<file path="config.mk">
export PLATFORM = sky130hd
export DESIGN_NAME = blit_copy_engine
export DESIGN_NICKNAME = d
export VERILOG_FILES = /design/src/rtl/blit_pkg.sv /design/src/rtl/blit_rop.sv /design/src/rtl/blit_cmd_decode.sv /design/src/rtl/blit_addr_walker.sv /design/src/rtl/blit_copy_engine.sv
export SDC_FILE = /design/constraint.sdc
export NUM_CORES = 1
export LEC_CHECK = 0
export BUFFER_PORTS_ARGS = -buffer_cell sky130_fd_sc_hd__clkbuf_2
export CORE_MARGIN = 2
export CORE_UTILIZATION = 65
export CTS_BUF_LIST = sky130_fd_sc_hd__clkbuf_4
export DETAILED_ROUTE_END_ITERATION = 10
export PLACE_DENSITY_LB_ADDON = 0.12
export SLEW_MARGIN = 15
export SYNTH_ARGS = -nofsm -noshare
export SYNTH_HDL_FRONTEND = slang
export SYNTH_SLANG_ARGS = --single-unit
</file>
<file path="constraint.sdc">
create_clock -name clk -period 13.45 [get_ports clk]
set_input_delay 2.69 -clock clk [delete_from_list [all_inputs] [get_ports clk]]
set_output_delay 2.69 -clock clk [all_outputs]
set_load 0.01 [all_outputs]
</file>
<file path="src/rtl/blit_pkg.sv">
package blit_pkg;
  localparam int NUM_DW = 6;
  localparam int DIM_W  = 16;
  localparam int DP_W   = 16;
  localparam int SP_W   = 14;
  localparam logic [2:0] CLIENT_2D  = 3'd2;
  localparam logic [6:0] OPC_COPY   = 7'h43;
  localparam logic [4:0] LEN_FIELD  = 5'd4;

  typedef enum logic [2:0] {
    ST_IDLE, ST_CHECK, ST_RD_SRC, ST_RD_DST, ST_WRITE
  } eng_state_e;

  typedef struct packed {
    logic              back;
    logic [7:0]        rop;
    logic [DP_W-1:0]   dpitch;
    logic [SP_W-1:0]   spitch;
    logic [DIM_W-1:0]  width;
    logic [DIM_W-1:0]  height;
    logic [31:0]       dst;
    logic [31:0]       src;
  } blit_cmd_t;
endpackage

</file>
<file path="src/rtl/blit_rop.sv">
module blit_rop #(
  parameter int DATA_W = 8
) (
  input  logic [7:0]        rop_i,
  input  logic [DATA_W-1:0] src_i,
  input  logic [DATA_W-1:0] dst_i,
  output logic [DATA_W-1:0] res_o
);
  for (genvar b = 0; b < DATA_W; b++) begin : g_bit
    assign res_o[b] = rop_i[{1'b0, src_i[b], dst_i[b]}];
  end
endmodule

</file>
<file path="src/rtl/blit_cmd_decode.sv">
module blit_cmd_decode
  import blit_pkg::*;
(
  input  logic      clk,
  input  logic      rst,
  input  logic      in_valid_i,
  input  logic [31:0] in_data_i,
  input  logic      in_ready_i,
  output logic      last_word_o,
  output logic      collecting_o,
  output blit_cmd_t cmd_o,
  output logic      legal_o
);
  localparam int IDX_W = $clog2(NUM_DW);

  logic [IDX_W-1:0] idx_q;
  logic [31:0]      word_q [NUM_DW];
  logic             accept;

  assign accept       = in_valid_i && in_ready_i;
  assign last_word_o  = accept && (idx_q == IDX_W'(NUM_DW - 1));
  assign collecting_o = (idx_q != '0);

  always_ff @(posedge clk) begin
    if (rst) begin
      idx_q <= '0;
    end else if (accept) begin
      if (idx_q == IDX_W'(NUM_DW - 1)) idx_q <= '0;
      else                             idx_q <= idx_q + IDX_W'(1);
    end
  end

  // Storage without reset so it maps onto plain registers or distributed RAM.
  always_ff @(posedge clk) begin
    if (accept) word_q[idx_q] <= in_data_i;
  end

  assign cmd_o.back   = word_q[1][30];
  assign cmd_o.rop    = word_q[1][23:16];
  assign cmd_o.dpitch = word_q[1][DP_W-1:0];
  assign cmd_o.spitch = word_q[4][SP_W-1:0];
  assign cmd_o.width  = word_q[2][DIM_W-1:0];
  assign cmd_o.height = word_q[2][31:16];
  assign cmd_o.dst    = word_q[3];
  assign cmd_o.src    = word_q[5];

  logic hdr_ok, ctl_ok, sp_ok;
  assign hdr_ok = (word_q[0] == {CLIENT_2D, OPC_COPY, 17'd0, LEN_FIELD});
  assign ctl_ok = !word_q[1][31] && (word_q[1][29:27] == 3'b000) &&
                  word_q[1][26] && (word_q[1][25:24] != 2'b11);
  assign sp_ok  = (word_q[4][31:14] == '0) && (word_q[4][2:0] == 3'b000);
  assign legal_o = hdr_ok && ctl_ok && sp_ok;

  // while a command is partly collected the engine keeps accepting words
  assert_ready_while_collecting_R10: assert property (@(posedge clk) disable iff (rst)
    collecting_o |-> in_ready_i);
endmodule

</file>
<file path="src/rtl/blit_addr_walker.sv">
module blit_addr_walker
  import blit_pkg::*;
#(
  parameter int ADDR_W = 32
) (
  input  logic              clk,
  input  logic              rst,
  input  logic              start_i,
  input  logic              step_i,
  input  logic              back_i,
  input  logic [ADDR_W-1:0] dst0_i,
  input  logic [ADDR_W-1:0] src0_i,
  input  logic [DP_W-1:0]   dpitch_i,
  input  logic [SP_W-1:0]   spitch_i,
  input  logic [DIM_W-1:0]  width_i,
  input  logic [DIM_W-1:0]  height_i,
  output logic [ADDR_W-1:0] dst_addr_o,
  output logic [ADDR_W-1:0] src_addr_o,
  output logic              last_o
);
  logic [ADDR_W-1:0] row_dst_q, row_src_q, dp_ext, sp_ext;
  logic [ADDR_W-1:0] nxt_row_dst, nxt_row_src;
  logic [DIM_W-1:0]  col_q, row_q;
  logic              col_end, row_end;

  assign dp_ext      = ADDR_W'(signed'(dpitch_i));
  assign sp_ext      = ADDR_W'(signed'(spitch_i));
  assign nxt_row_dst = row_dst_q + dp_ext;
  assign nxt_row_src = row_src_q + sp_ext;
  assign col_end     = (col_q == width_i - DIM_W'(1));
  assign row_end     = (row_q == height_i - DIM_W'(1));
  assign last_o      = col_end && row_end;

  always_ff @(posedge clk) begin
    if (rst) begin
      row_dst_q  <= '0;
      row_src_q  <= '0;
      dst_addr_o <= '0;
      src_addr_o <= '0;
      col_q      <= '0;
      row_q      <= '0;
    end else if (start_i) begin
      row_dst_q  <= dst0_i;
      row_src_q  <= src0_i;
      dst_addr_o <= dst0_i;
      src_addr_o <= src0_i;
      col_q      <= '0;
      row_q      <= '0;
    end else if (step_i) begin
      if (col_end) begin
        col_q <= '0;
        if (!row_end) begin
          row_q      <= row_q + DIM_W'(1);
          row_dst_q  <= nxt_row_dst;
          row_src_q  <= nxt_row_src;
          dst_addr_o <= nxt_row_dst;
          src_addr_o <= nxt_row_src;
        end
      end else begin
        col_q      <= col_q + DIM_W'(1);
        dst_addr_o <= back_i ? dst_addr_o - ADDR_W'(1) : dst_addr_o + ADDR_W'(1);
        src_addr_o <= back_i ? src_addr_o - ADDR_W'(1) : src_addr_o + ADDR_W'(1);
      end
    end
  end

  // within a row both streams move together, so their distance is fixed
  assert_shared_direction_R4: assert property (@(posedge clk) disable iff (rst)
    (step_i && !col_end) |=> ((dst_addr_o - src_addr_o) == $past(dst_addr_o - src_addr_o)));
  // a started walk begins at the commanded start addresses
  assert_start_addr_R6: assert property (@(posedge clk) disable iff (rst)
    start_i |=> (dst_addr_o == $past(dst0_i)) && (src_addr_o == $past(src0_i)));
endmodule

</file>
<file path="src/rtl/blit_copy_engine.sv">
module blit_copy_engine
  import blit_pkg::*;
#(
  parameter int ADDR_W = 32,
  parameter int DATA_W = 8
) (
  input  logic              clk,
  input  logic              rst,
  input  logic              cmd_valid_i,
  input  logic [31:0]       cmd_data_i,
  output logic              cmd_ready_o,
  output logic [ADDR_W-1:0] mem_addr_o,
  output logic              mem_we_o,
  output logic [DATA_W-1:0] mem_wdata_o,
  input  logic [DATA_W-1:0] mem_rdata_i,
  output logic              busy_o,
  output logic              done_o,
  output logic              err_o
);
  eng_state_e        state_q;
  blit_cmd_t         cmd;
  logic              cmd_legal, last_word, collecting;
  logic              walk_start, walk_step, walk_last, empty_rect;
  logic [ADDR_W-1:0] dst_addr, src_addr;
  logic [DATA_W-1:0] src_q, rop_res;

  assign cmd_ready_o = (state_q == ST_IDLE);
  assign busy_o      = (state_q != ST_IDLE) || collecting;

  blit_cmd_decode u_dec (
    .clk          (clk),
    .rst          (rst),
    .in_valid_i   (cmd_valid_i),
    .in_data_i    (cmd_data_i),
    .in_ready_i   (cmd_ready_o),
    .last_word_o  (last_word),
    .collecting_o (collecting),
    .cmd_o        (cmd),
    .legal_o      (cmd_legal)
  );

  assign empty_rect = (cmd.width == '0) || (cmd.height == '0);
  assign walk_start = (state_q == ST_CHECK) && cmd_legal && !empty_rect;
  assign walk_step  = (state_q == ST_WRITE);

  blit_addr_walker #(.ADDR_W(ADDR_W)) u_walk (
    .clk        (clk),
    .rst        (rst),
    .start_i    (walk_start),
    .step_i     (walk_step),
    .back_i     (cmd.back),
    .dst0_i     (cmd.dst[ADDR_W-1:0]),
    .src0_i     (cmd.src[ADDR_W-1:0]),
    .dpitch_i   (cmd.dpitch),
    .spitch_i   (cmd.spitch),
    .width_i    (cmd.width),
    .height_i   (cmd.height),
    .dst_addr_o (dst_addr),
    .src_addr_o (src_addr),
    .last_o     (walk_last)
  );

  blit_rop #(.DATA_W(DATA_W)) u_rop (
    .rop_i (cmd.rop),
    .src_i (src_q),
    .dst_i (mem_rdata_i),
    .res_o (rop_res)
  );

  assign mem_addr_o  = (state_q == ST_RD_SRC) ? src_addr : dst_addr;
  assign mem_we_o    = (state_q == ST_WRITE);
  assign mem_wdata_o = rop_res;

  always_ff @(posedge clk) begin
    if (rst) begin
      state_q <= ST_IDLE;
      done_o  <= 1'b0;
      err_o   <= 1'b0;
      src_q   <= '0;
    end else begin
      done_o <= 1'b0;
      unique case (state_q)
        ST_IDLE:   if (last_word) state_q <= ST_CHECK;
        ST_CHECK: begin
          if (!cmd_legal) begin
            err_o   <= 1'b1;
            done_o  <= 1'b1;
            state_q <= ST_IDLE;
          end else if (empty_rect) begin
            done_o  <= 1'b1;
            state_q <= ST_IDLE;
          end else begin
            state_q <= ST_RD_SRC;
          end
        end
        ST_RD_SRC: state_q <= ST_RD_DST;
        ST_RD_DST: begin
          src_q   <= mem_rdata_i;
          state_q <= ST_WRITE;
        end
        ST_WRITE: begin
          if (walk_last) begin
            done_o  <= 1'b1;
            state_q <= ST_IDLE;
          end else begin
            state_q <= ST_RD_SRC;
          end
        end
        default:   state_q <= ST_IDLE;
      endcase
    end
  end

  // completion is a single-cycle pulse
  assert_done_pulse_R10: assert property (@(posedge clk) disable iff (rst)
    done_o |=> !done_o);
  // busy only drops together with the done pulse
  assert_busy_until_done_R10: assert property (@(posedge clk) disable iff (rst)
    $fell(busy_o) |-> done_o);
  // the error flag holds until reset
  assert_err_sticky_R11: assert property (@(posedge clk) disable iff (rst)
    err_o |=> err_o);
  // a rejected command flags an error and writes nothing
  assert_reject_no_write_R1: assert property (@(posedge clk) disable iff (rst)
    (state_q == ST_CHECK && !cmd_legal) |=> (err_o && done_o && !mem_we_o));
  // memory is written only while a command is in progress
  assert_write_in_cmd_R8: assert property (@(posedge clk) disable iff (rst)
    mem_we_o |-> busy_o);
endmodule

</file>
== After elaboration in Yosys (flattened, before gate mapping) ==
Memories as Yosys holds them, arrays and structs flattened.
Cells that the tools add are included.
W data, S select, Z words.
Storage, ports and cells
  memories kept: 1
  logic and storage cells: 121
  bits in registers: 176
  RAM bits: 192
  output and inout bits: 45
Memory list
  u_dec.word_q: depth 6, bits a word 32, read ports 6, clocked after Yosys merged registers in 0, write ports 1, line blit_cmd_decode.sv:17  | logic [31:0] word_q [NUM_DW];
Cells by class
  reduce and logical (&&, ||, !) cells: 30
  equal/unequal tests: 12
  multiplexer cells: 46
  bitwise logic cells: 2
  $add $sub $neg: 11
  magnitude comparators: 8
Operator list (number)
  $mux W32: 17
  $add A32 B1 Y32 const B: 2
  $add A32 B32 Y32: 2
  $sub A32 B1 Y32 const B: 2
  $add A16 B1 Y16 const B: 2
  $eq A16 B16 Y1: 2
  $eq A32 B31 Y1 const B: 1
  $logic_not A16 Y1: 2
  $lt A2 B4 Y1 const B: 8
  $sub A16 B1 Y16 const B: 2
  $logic_not A18 Y1: 1
  $bmux W1 S2: 8
  $mux W16: 1
  $pmux W3 S5: 1
  $mux W1: 13
  $logic_and A1 B1 Y1: 11
  $logic_not A3 Y1: 3
  $eq A3 B2 Y1 const B: 2
  $eq A3 B3 Y1 const B: 2
  $mux W2: 3
  $mux W3: 2
  $reduce_and A3 Y1: 2
  $reduce_bool A3 Y1: 2
  $ne A2 B2 Y1 const B: 2
  other kinds (11): 16

== Longest topological paths before layout ==
Gate-level depths: netlist of the first run.
An unclocked memory read counts as a cell.
  depth in word-level cells: 11
  mapped depth: 16
  depth with buffers taken out: 13

== Hierarchy ==
Synthesis of the first run repeated with hierarchy kept, for this count alone.
Unflattened totals
  cell total of the unflattened synthesis: 2320
  area total of the unflattened synthesis: 22292.6 sq um
By module, submodules not included
  blit_addr_walker: sequential area each 3203.1 sq um, times used 1, cells each 1941, area each 14705.4 sq um
  blit_cmd_decode: sequential area each 5825.6 sq um, times used 1, cells each 272, area each 6441.2 sq um
  blit_copy_engine: sequential area each 260.2 sq um, times used 1, cells each 99, area each 965.9 sq um
  blit_rop: sequential area each 0.0 sq um, times used 1, cells each 8, area each 180.2 sq um

== Worst setup path after synthesis of the first run ==
OpenSTA, ideal clock, no wires.
  kind: input-to-output
  from: in mem_rdata_i[0]
  to: out mem_wdata_o[0]
  slack: 7564 ps
  buffers on the path: 0
  stages on the path: 1
  arrival time: 3196 ps
  data required time: 10760 ps
  cell sequence: mux4_2
Between the ends
  cells in the longest elaborated chain, start to end: 2
Ends and longest elaborated chain
  start, declared: line blit_copy_engine.sv:15  | input logic [DATA_W-1:0] mem_rdata_i,
  $bmux W1 S2: line blit_rop.sv:10  | assign res_o[b] = rop_i[{1'b0, src_i[b], dst_i[b]}];
  $mux W1 (not written as such): line blit_rop.sv:10
  end, declared: line blit_copy_engine.sv:14  | output logic [DATA_W-1:0] mem_wdata_o,
Every way passes these cells. The select of a mux whose other input is x is not followed.

== Worst setup path after layout of the first run ==
  from: in mem_rdata_i[5]
  to: out mem_wdata_o[5]
The elaborated chain is that of the path after synthesis.

==> metrics.txt, run 1 <==
design area=24000 um2; RSZ-0062 raised after global routing=false; Hold Buf Count CTS=0; CTS tree=yes; Clock transition at path regs=roughly 0.060 ns; largest area contributor in the netlist=edfxtp_1; area of the mapped netlist=21900 um2; fill count=~2600; crit path DAT=~3.5 ns; most numerous cell in the Yosys netlist=nand2_1; Post-CTS Setup Repair Bufs=0; grt ovf=0; worst setup margin=~7.3 ns; Worst-Margin Slew=about 1.1 ns; Max Slew Vio Count=0; WP data required=10.76 ns; CP Cell Sequence=clkbuf_2 -> mux4_2 -> clkbuf_2; grt met1 use=0.526; Clock Tree Buf Depth=3; Power Dens Cells=95.8 nW/um2; post-cts gate resize count=0; PortBufs=87; Syn Inst Count=2316; # rows=67; yosys warns=0; VDD IR-drop max=between 100 and 150 uV; number of global-route vias before repair=18525; Layout Nets=2591; sw power=0.000556 W; HP Class=reg2reg; Num CTS Buffers=92; synthesized area per cell=9.44 um2; FF-to-FF Start=u_dec.word_q[2][19]; synth top area cells=edfxtp_1 26%, dfxtp_1 16%, ha_1 7.2%; num ports=88; total nets after synthesis=2489; delay of the slowest critical-path stage=0.51 ns; initial antenna violation count=4; Post-synth EDFFs=188; Layout area overhead=9.58%; Setup-failing EPs final=0; largest net degree at the start of global routing=84; Detail Route Antenna Nets=0; CP max FO=2; Max Cap Viol=0; P_leak=9.50 nW; outcome=finished, final reports clean; hold_sp=u_walk.row_src_q[20]; Initial Util=0.657; Pre-antenna DRT Iters=6; Die Wd=187 um; register area share after synthesis=0.420; Worst setup startpoint=mem_rdata_i[5]; total wire length=67600 um; # H-tree levels=3; Multi-input gate area=12100 um2; placed inst area=around 23000 um2; Synth cell types=84; clock root cell=clkbuf_4; Period minus WS final=6.14 ns; share of layout cells above drive strength 1=0.136; Sw Share=0.242; first-pass GRT wire length=a little over 100000 um; list of most frequent post-synthesis cells=233 x nand2_1, 205 x a21oi_1, 189 x nor2_1, 188 x edfxtp_1, 176 x dfxtp_1; Setup Skew=0.0538 ns; Die H=roughly 190 um; Synth Register Bits=364; routed wire length per instance=22.9 um; via count=19433; Max-slew headroom=0.231; register area=9170 um2; met3 Use GR=0.0773; Setup WS pre-CTS=7.31 ns; clk sinks=364; Die ar.=35100 um2; internal power=~0.0017 W; core outline area=33300 um2; DRC errors left=0; critical path's slowest cell=mux4_2; Final Hold Fails=0; via/cell ratio=6.60; DRT iter0 DRCs=between 2000 and 2500; Comb power frac=0.053; Tot GR Track Use=0.382; Async S/R FF share, synth=0; GP Congestion=about 0.99; share of the synthesized area in the top cell type=0.258; Reg power frac=0.523; critical path capture point type=primary output; met2 usage=0.607; gr busiest metal=met2; main flop type after synthesis=edfxtp_1; cell mode on critical path=clkbuf_2; crit path kind=in2out; setup TNS=0 ns; Final period util=0.456; clock latency on the worst-skew pair=0.77 ns; DP Wirelength=47300 um; Clk network pwr share=0.424; fmax=~160 MHz; startpoint type of the worst setup path=input pin
-- stage by stage --
stage               cells  utilization  hold WS (ns)  power, W
global route         2945        0.720         0.488   0.00237
floorplan            2316            -         0.436   0.00129
detailed placement   2771        0.681         0.452   0.00134
CTS                  2942        0.718         0.460   0.00230
finish               2946        0.720         0.459   0.00229
global placement     2771        0.681         0.446   0.00134
-- sequential cells by signal, indices dropped and copies added, names as in the netlist --
| name | cells |
|---|---|
| u_walk.dst_addr_o | 32 |
| err_o | 1 |
| u_walk.row_src_q | 32 |
| u_walk.src_addr_o | 32 |
| state_q | 3 |
| u_dec.word_q | 188 |
| u_dec.idx_q | 3 |
| u_walk.row_q | 16 |
| done_o | 1 |
| u_walk.col_q | 16 |
| src_q | 8 |
| u_walk.row_dst_q | 32 |
-- final cells by class --
type	count	area share
inverters	53	0.00831
multi-input cells	1794	0.506
flip-flops and latches	364	0.383
well taps	448	0.0234
clock buffers	147	0.0461
clock inverters	24	0.00554
diodes	3	0.000313
repair buffers	113	0.0273
-- critical path, delay by kind of cell --
kind / cells / cell delay, ns
buf+inv: 2 / 0.25
mux: 1 / 0.51
-- kinds of logic after synthesis --
| logic type | after synthesis | synth area share |
|---|---|---|
| xor gates and xnor gates | 187 | 0.0749 |
| AOI/OAI and AO/OA | 663 | 0.198 |
| buffers and inverters | 158 | 0.0289 |
| and+or+nand+nor | 748 | 0.166 |
| adders and majority gates | 130 | 0.0758 |
| DFF | 364 | 0.420 |
| muxes | 66 | 0.0366 |
-- final timing paths --
path	depth (start not counted)	slack, ns	end
worst max-delay path	3	7.31	mem_wdata_o[5]
worst min-delay path	2	0.46	u_walk.row_src_q[20]
worst max register to register	10	8.80	u_walk.row_src_q[19]
worst min register to register	2	0.46	u_walk.row_src_q[20]
-- power groups by stage --
stage	registers, W	logic (W)	clock network (W)
final	0.00120	0.000121	0.000974
after global routing	0.00120	0.000129	0.00104
after CTS	0.00120	0.000118	0.000979
after detailed placement	0.00122	0.000117	0
after global placement	0.00122	0.000114	0
after floorplan	0.00122	0.0000692	0
-- placed cells by master, fill, tap and decap left out, drive strengths merged, types with 14 or more instances in the layout --
cell    instances
a211oi         46
a21o           59
a21oi         205
a22oi          22
a31oi          24
and3           26
buf            27
clkbuf        233
clkinv         19
dfxtp         176
edfxtp        188
ha            126
inv            53
mux2           32
mux2i          26
nand2         233
nand2b         22
nand3          58
nand4          29
nor2          190
nor2b          24
nor3           52
nor4           38
o211a          16
o211ai         67
o21a           15
o21ai          95
o21bai         16
o22ai          20
or3            14
xnor2         107
xor2           80
-- per-layer routing --
metal	wire length (um)	up-vias
met4	1950	0
met1	27400	9299
met5	0	-
met2	30600	1045
met3	7660	140
li1	-	8949
(Power assumes the default switching activity.)
==> run 2: changes to the inputs <==
--- a/config.mk
+++ b/config.mk
@@ -7,7 +7,7 @@
 export LEC_CHECK = 0
 export BUFFER_PORTS_ARGS = -buffer_cell sky130_fd_sc_hd__clkbuf_2
 export CORE_MARGIN = 2
-export CORE_UTILIZATION = 65
+export CORE_UTILIZATION = 58
 export CTS_BUF_LIST = sky130_fd_sc_hd__clkbuf_4
 export DETAILED_ROUTE_END_ITERATION = 10
 export PLACE_DENSITY_LB_ADDON = 0.12
==> constraint.sdc (replaced) <==
create_clock -name clk -period 5.3 [get_ports clk]
set_input_delay 1.06 -clock clk [delete_from_list [all_inputs] [get_ports clk]]
set_output_delay 1.06 -clock clk [all_outputs]
set_load 0.01 [all_outputs]
==> run 2 against run 1 <==
Against the previous run: via count decreased by 0.83%; critical path type is now reg2reg; clock-buffer cell count decreased by 4; first-iteration DRC count decreased by 6.2%; cell area increased by 0.67%; non-clock buffer count increased by 12; routed wire length increased by 4.0%; power increased to 2.6 times the previous value.
==> metrics.txt, run 2 (synthesis gave the netlist of run 1 again) <==
crit path kind=reg2reg; share of layout cells above drive strength 1=0.139; Die ar.=around 39000 um2; Post-CTS Setup Repair Bufs=0; Die Wd=198 um; initial antenna violation count=1; Period minus WS final=4.49 ns; Max Slew Vio Count=0; via/cell ratio=6.38; Largest register FFs=~190; largest net degree at the start of global routing=86; Final Hold Fails=0; num ports=88; core outline area=37400 um2; Initial Util=0.584; first-pass GRT wire length=approximately 100000 um; Die H=around 200 um; most flop-heavy register=u_dec.word_q; fmax=223 MHz; post-cts gate resize count=0; commonest non-fill, non-tap cell in the layout=nand2_1; DP Wirelength=50500 um; Max Cap Viol=0; Comb power frac=0.053; Num CTS Buffers=94; P_leak=9.59 nW; Clk network pwr share=0.428; met2 usage=0.541; Clock transition at path regs=0.07 ns; routed wire length per instance=between 20 and 25 um; DRT iter0 DRCs=just under 2000; PortBufs=87; Max-slew headroom=0.287; gr busiest metal=met2; total wire length=around 70000 um; VDD IR-drop max=235 uV; setup TNS=0 ns; overall power=0.00588 W; DRC errors left=0; via count=slightly below 20000; met3 Use GR=0.0656; Setup Skew=0.0416 ns; clk sinks=364; startpoint type of the worst setup path=flop; Hold Buf Count CTS=0; Layout Nets=2605; clock latency on the worst-skew pair=0.79 ns; Pre-antenna DRT Iters=5; # H-tree levels=3; grt met1 use=0.514; sw power=0.00144 W; HP Class=reg2reg; Tot GR Track Use=0.356; internal power=about 0.0044 W; number of global-route vias before repair=18103; WP data required=slightly below 6 ns; Sw Share=0.245; Power Dens Cells=about 240 nW/um2; Setup-failing EPs final=0; Clock Tree Buf Depth=3; Worst-Margin Slew=1.07 ns; # rows=71; Detail Route Antenna Nets=0; outcome=finished, final reports clean; leading cell types in the layout, fill and taps excluded=233 x nand2_1, 204 x a21oi_1, 188 x edfxtp_1; Reg power frac=0.518; clock root cell=clkbuf_4; GP Congestion=0.954; CP max FO=35; CTS tree=yes; Layout area overhead=10.3%; Final period util=0.848; grt ovf=0; crit path DAT=just over 5 ns; RSZ-0062 raised after global routing=false; critical path capture point type=flop
run 2: cell types whose count changed in the layout (fill, tap and decap cells not counted), sizes merged, moves of 2 or more:
cell	previous run	this run
buf	27	39
clkbuf	233	229
clkinvlp	4	0
clkinv	19	25
diode	3	1
inv	53	56
run 2: stage by stage:
| stage | hold WS, ns | setup slack (ns) | instances | utilization | area [um2] |
|---|---|---|---|---|---|
| CTS | 0.465 | 0.824 | 3020 | 0.645 | 24100 |
| finish | 0.462 | 0.807 | 3021 | 0.645 | 24100 |
| global placement | 0.448 | 0.908 | 2847 | 0.611 | 22900 |
| global route | 0.491 | 0.645 | 3021 | 0.645 | 24100 |
| detailed placement | 0.456 | 0.805 | 2847 | 0.611 | 22900 |
| floorplan | 0.436 | 0.924 | 2316 | - | 21900 |
run 2: path summary, 6_finish.rpt:
kind                             start                    to  slack [ns]  cells after the start
setup / recovery   u_dec.word_q[2][24]   u_walk.row_dst_q[8]        0.81                     10
setup reg to reg   u_dec.word_q[2][24]   u_walk.row_dst_q[8]        0.81                     10
hold reg to reg   u_walk.row_src_q[20]  u_walk.row_src_q[20]        0.46                      2
hold / removal    u_walk.row_src_q[20]  u_walk.row_src_q[20]        0.46                      2
run 2: power by group through the flow:
stage | clock network (W) | registers (W) | logic (W)
floorplan | 0 | 0.00310 | 0.000176
detailed placement | 0 | 0.00311 | 0.000305
global placement | 0 | 0.00310 | 0.000301
finish | 0.00252 | 0.00305 | 0.000314
global route | 0.00269 | 0.00305 | 0.000335
CTS | 0.00254 | 0.00304 | 0.000308
run 2: layout make-up:
class / instances / area (um2)
repair buffers: 125 / 736
inverters: 53 / 199
well taps: 511 / 639
clock inverters: 30 / 171
fillers: 3169 / 13300
diodes: 1 / 2.50
flip-flops and latches: 364 / 9170
multi-input cells: 1794 / 12100
clock buffers: 143 / 1070
run 2: worst max-delay path, stage by stage, from the launching register on:
cell,delay (ns)
edfxtp_1,0.47
or4_1,0.65
or4_4,0.48
or4_1,0.41
a22oi_1,0.27
nand4_1,0.30
or4b_2,1.00
buf_4,0.39
nor2_1,0.07
a211oi_1,0.23
nor3_1,0.06
run 2: routing by layer:
| layer | share of wire | routed length (um) |
|---|---|---|
| met5 | 0 | 0 |
| met4 | 0.024 | 1660 |
| met1 | 0.44 | 30900 |
| met2 | 0.44 | 30800 |
| met3 | 0.099 | 6970 |
==> run 3: changes to the inputs <==
==> constraint.sdc (replaced) <==
create_clock -name clk -period 4.1 [get_ports clk]
set_input_delay 0.82 -clock clk [delete_from_list [all_inputs] [get_ports clk]]
set_output_delay 0.82 -clock clk [all_outputs]
set_load 0.01 [all_outputs]
==> run 3 against run 2 <==
Against the previous run: register-to-register slack worse by 0.60 ns; sequential power rose by 29%; clock-buffer cell count stayed put; clock skew grew 0.026 ns; cell area grew 0.66%; critical path depth up 1; non-clock buffer count rose by 11; combinational power up 33%; power rose by 28%; die area unchanged; worst setup slack worse by 0.60 ns; largest cell class unchanged; highest routed layer unchanged.
==> metrics.txt, run 3 (synthesis gave the netlist of run 1 again) <==
startpoint type of the worst setup path=flop; PortBufs=87; Setup-failing EPs final=0; Die H=a little under 200 um; Detail Route Antenna Nets=0; # rows=about 70; DR WL met2=between 30000 and 40000 um; first-pass GRT wire length=108000 um; Power Dens Cells=310 nW/um2; Final Hold Fails=0; Multi-input gate area=12100 um2; DP Wirelength=51700 um; Die ar.=39300 um2; design area=between 20000 and 25000 um2; Initial Util=0.584; Max-slew headroom=0.302; most flop-heavy register=u_dec.word_q; Die Wd=198 um; Clock Tree Buf Depth=3; setup TNS=0 ns; FF-to-FF Start=u_dec.word_q[2][23]; Clock transition at path regs=approximately 0.06 ns; clk sinks=364; Max Slew Vio Count=0; Met3 Routed Length=around 6400 um; P_leak=roughly 9.7 nW; clock root cell=clkbuf_4; via count=19301; total wire length=71000 um; Top Metal Used=met4; post-layout util=0.649; DRT iter0 DRCs=1942; routed wire length per instance=23.4 um; Layout Nets=2614; hold_sp=mem_rdata_i[0]; Post-Route M1 WL=roughly 31000 um; critical path capture point type=flop; Setup Skew=between 0.06 and 0.07 ns; CP max FO=51; number of global-route vias before repair=18492; Num CTS Buffers=92; num ports=88; fmax=257 MHz; delay-heaviest family, CP=simple AND/OR/NAND/NOR gates; RSZ-0062 raised after global routing=false; CP Cell Sequence=or4_1 -> or4_1 -> a211o_1 -> a221oi_1 -> nand3_1 -> nor3b_4 -> a21oi_4 -> buf_12 -> and3_1 -> a21oi_1 -> a211oi_1; # H-tree levels=3; commonest non-fill, non-tap cell in the layout=nand2_1; clock latency on the worst-skew pair=~0.8 ns; placed inst area=~23000 um2; Worst setup startpoint=u_dec.word_q[2][23]; initial antenna violation count=2; register area=approximately 9200 um2; DRC errors left=0; critical path's slowest cell=or4_1; CTS tree=yes; via/cell ratio=approximately 6.4; grt ovf=0; fill count=3181; VDD IR-drop max=326 uV; Largest register FFs=188; largest net degree at the start of global routing=115; Period minus WS final=between 3 and 4 ns; outcome=finished, final reports clean; Worst-Margin Slew=1.04 ns; core outline area=37400 um2; Critical path buffers and inverters=1; cell mode on critical path=or4_1; Hold Buf Count CTS=0; leading cell types in the layout, fill and taps excluded=233 x nand2_1, 204 x a21oi_1, 188 x edfxtp_1; Pre-antenna DRT Iters=6; GP Congestion=1.00; Tot GR Track Use=0.364; delay of the slowest critical-path stage=0.67 ns; crit path DAT=between 4 and 5 ns; overall power=0.00753 W; Max Cap Viol=0; crit path kind=reg2reg; Final period util=0.950; HP Class=in2reg; share of layout cells above drive strength 1=0.144; Layout area overhead=11.0%; WP data required=4.75 ns
==> run 3: per-stage QoR <==
stage	hold slack (ns)	cells	worst slack, ns
final	0.311	3033	0.206
after global routing	0.276	3032	0.00429
after CTS	0.254	3031	0.168
after detailed placement	0.455	2858	0.163
after global placement	0.449	2858	0.289
after floorplan	0.436	2316	0.0369
==> run 3: path summary, 6_finish.rpt <==
path,to,depth (start not counted),slack [ns]
max,u_walk.src_addr_o[1],11,0.21
min,src_q[0],3,0.31
max reg2reg,u_walk.src_addr_o[1],11,0.21
min reg2reg,src_q[1],2,0.46
==> run 3: report_power, final <==
part / internal, W / switching, W
Clock: 0.00166 / 0.00152
Combinational: 0.000128 / 0.000290
Sequential: 0.00389 / 0.0000380
==> run 3: layout make-up <==
type	count	share of cell area
multi-input cells	1794	0.500
flip-flops and latches	364	0.378
clock buffers	143	0.0442
repair buffers	136	0.0368
well taps	511	0.0263
inverters	53	0.00820
clock inverters	30	0.00624
diodes	2	0.000206
==> run 3: repair_timing <==
item / CTS / global route
resized for setup: 0 / 1
hold endpoints to repair: 0 / 0
endpoints found under the setup margin: 0 / 1
buffers inserted: 0 / 0
==> run 3: tightest hold or removal path, cell delays in order <==
cell and delay, ns:
clkbuf_2 0.10, nand3_1 0.08, a21oi_1 0.05
==> run 3: metal layers <==
layer,GRT usage,up-vias
met5,0,-
met4,0.113,0
met3,0.0564,111
met2,0.573,872
met1,0.516,9329
li1,-,8989
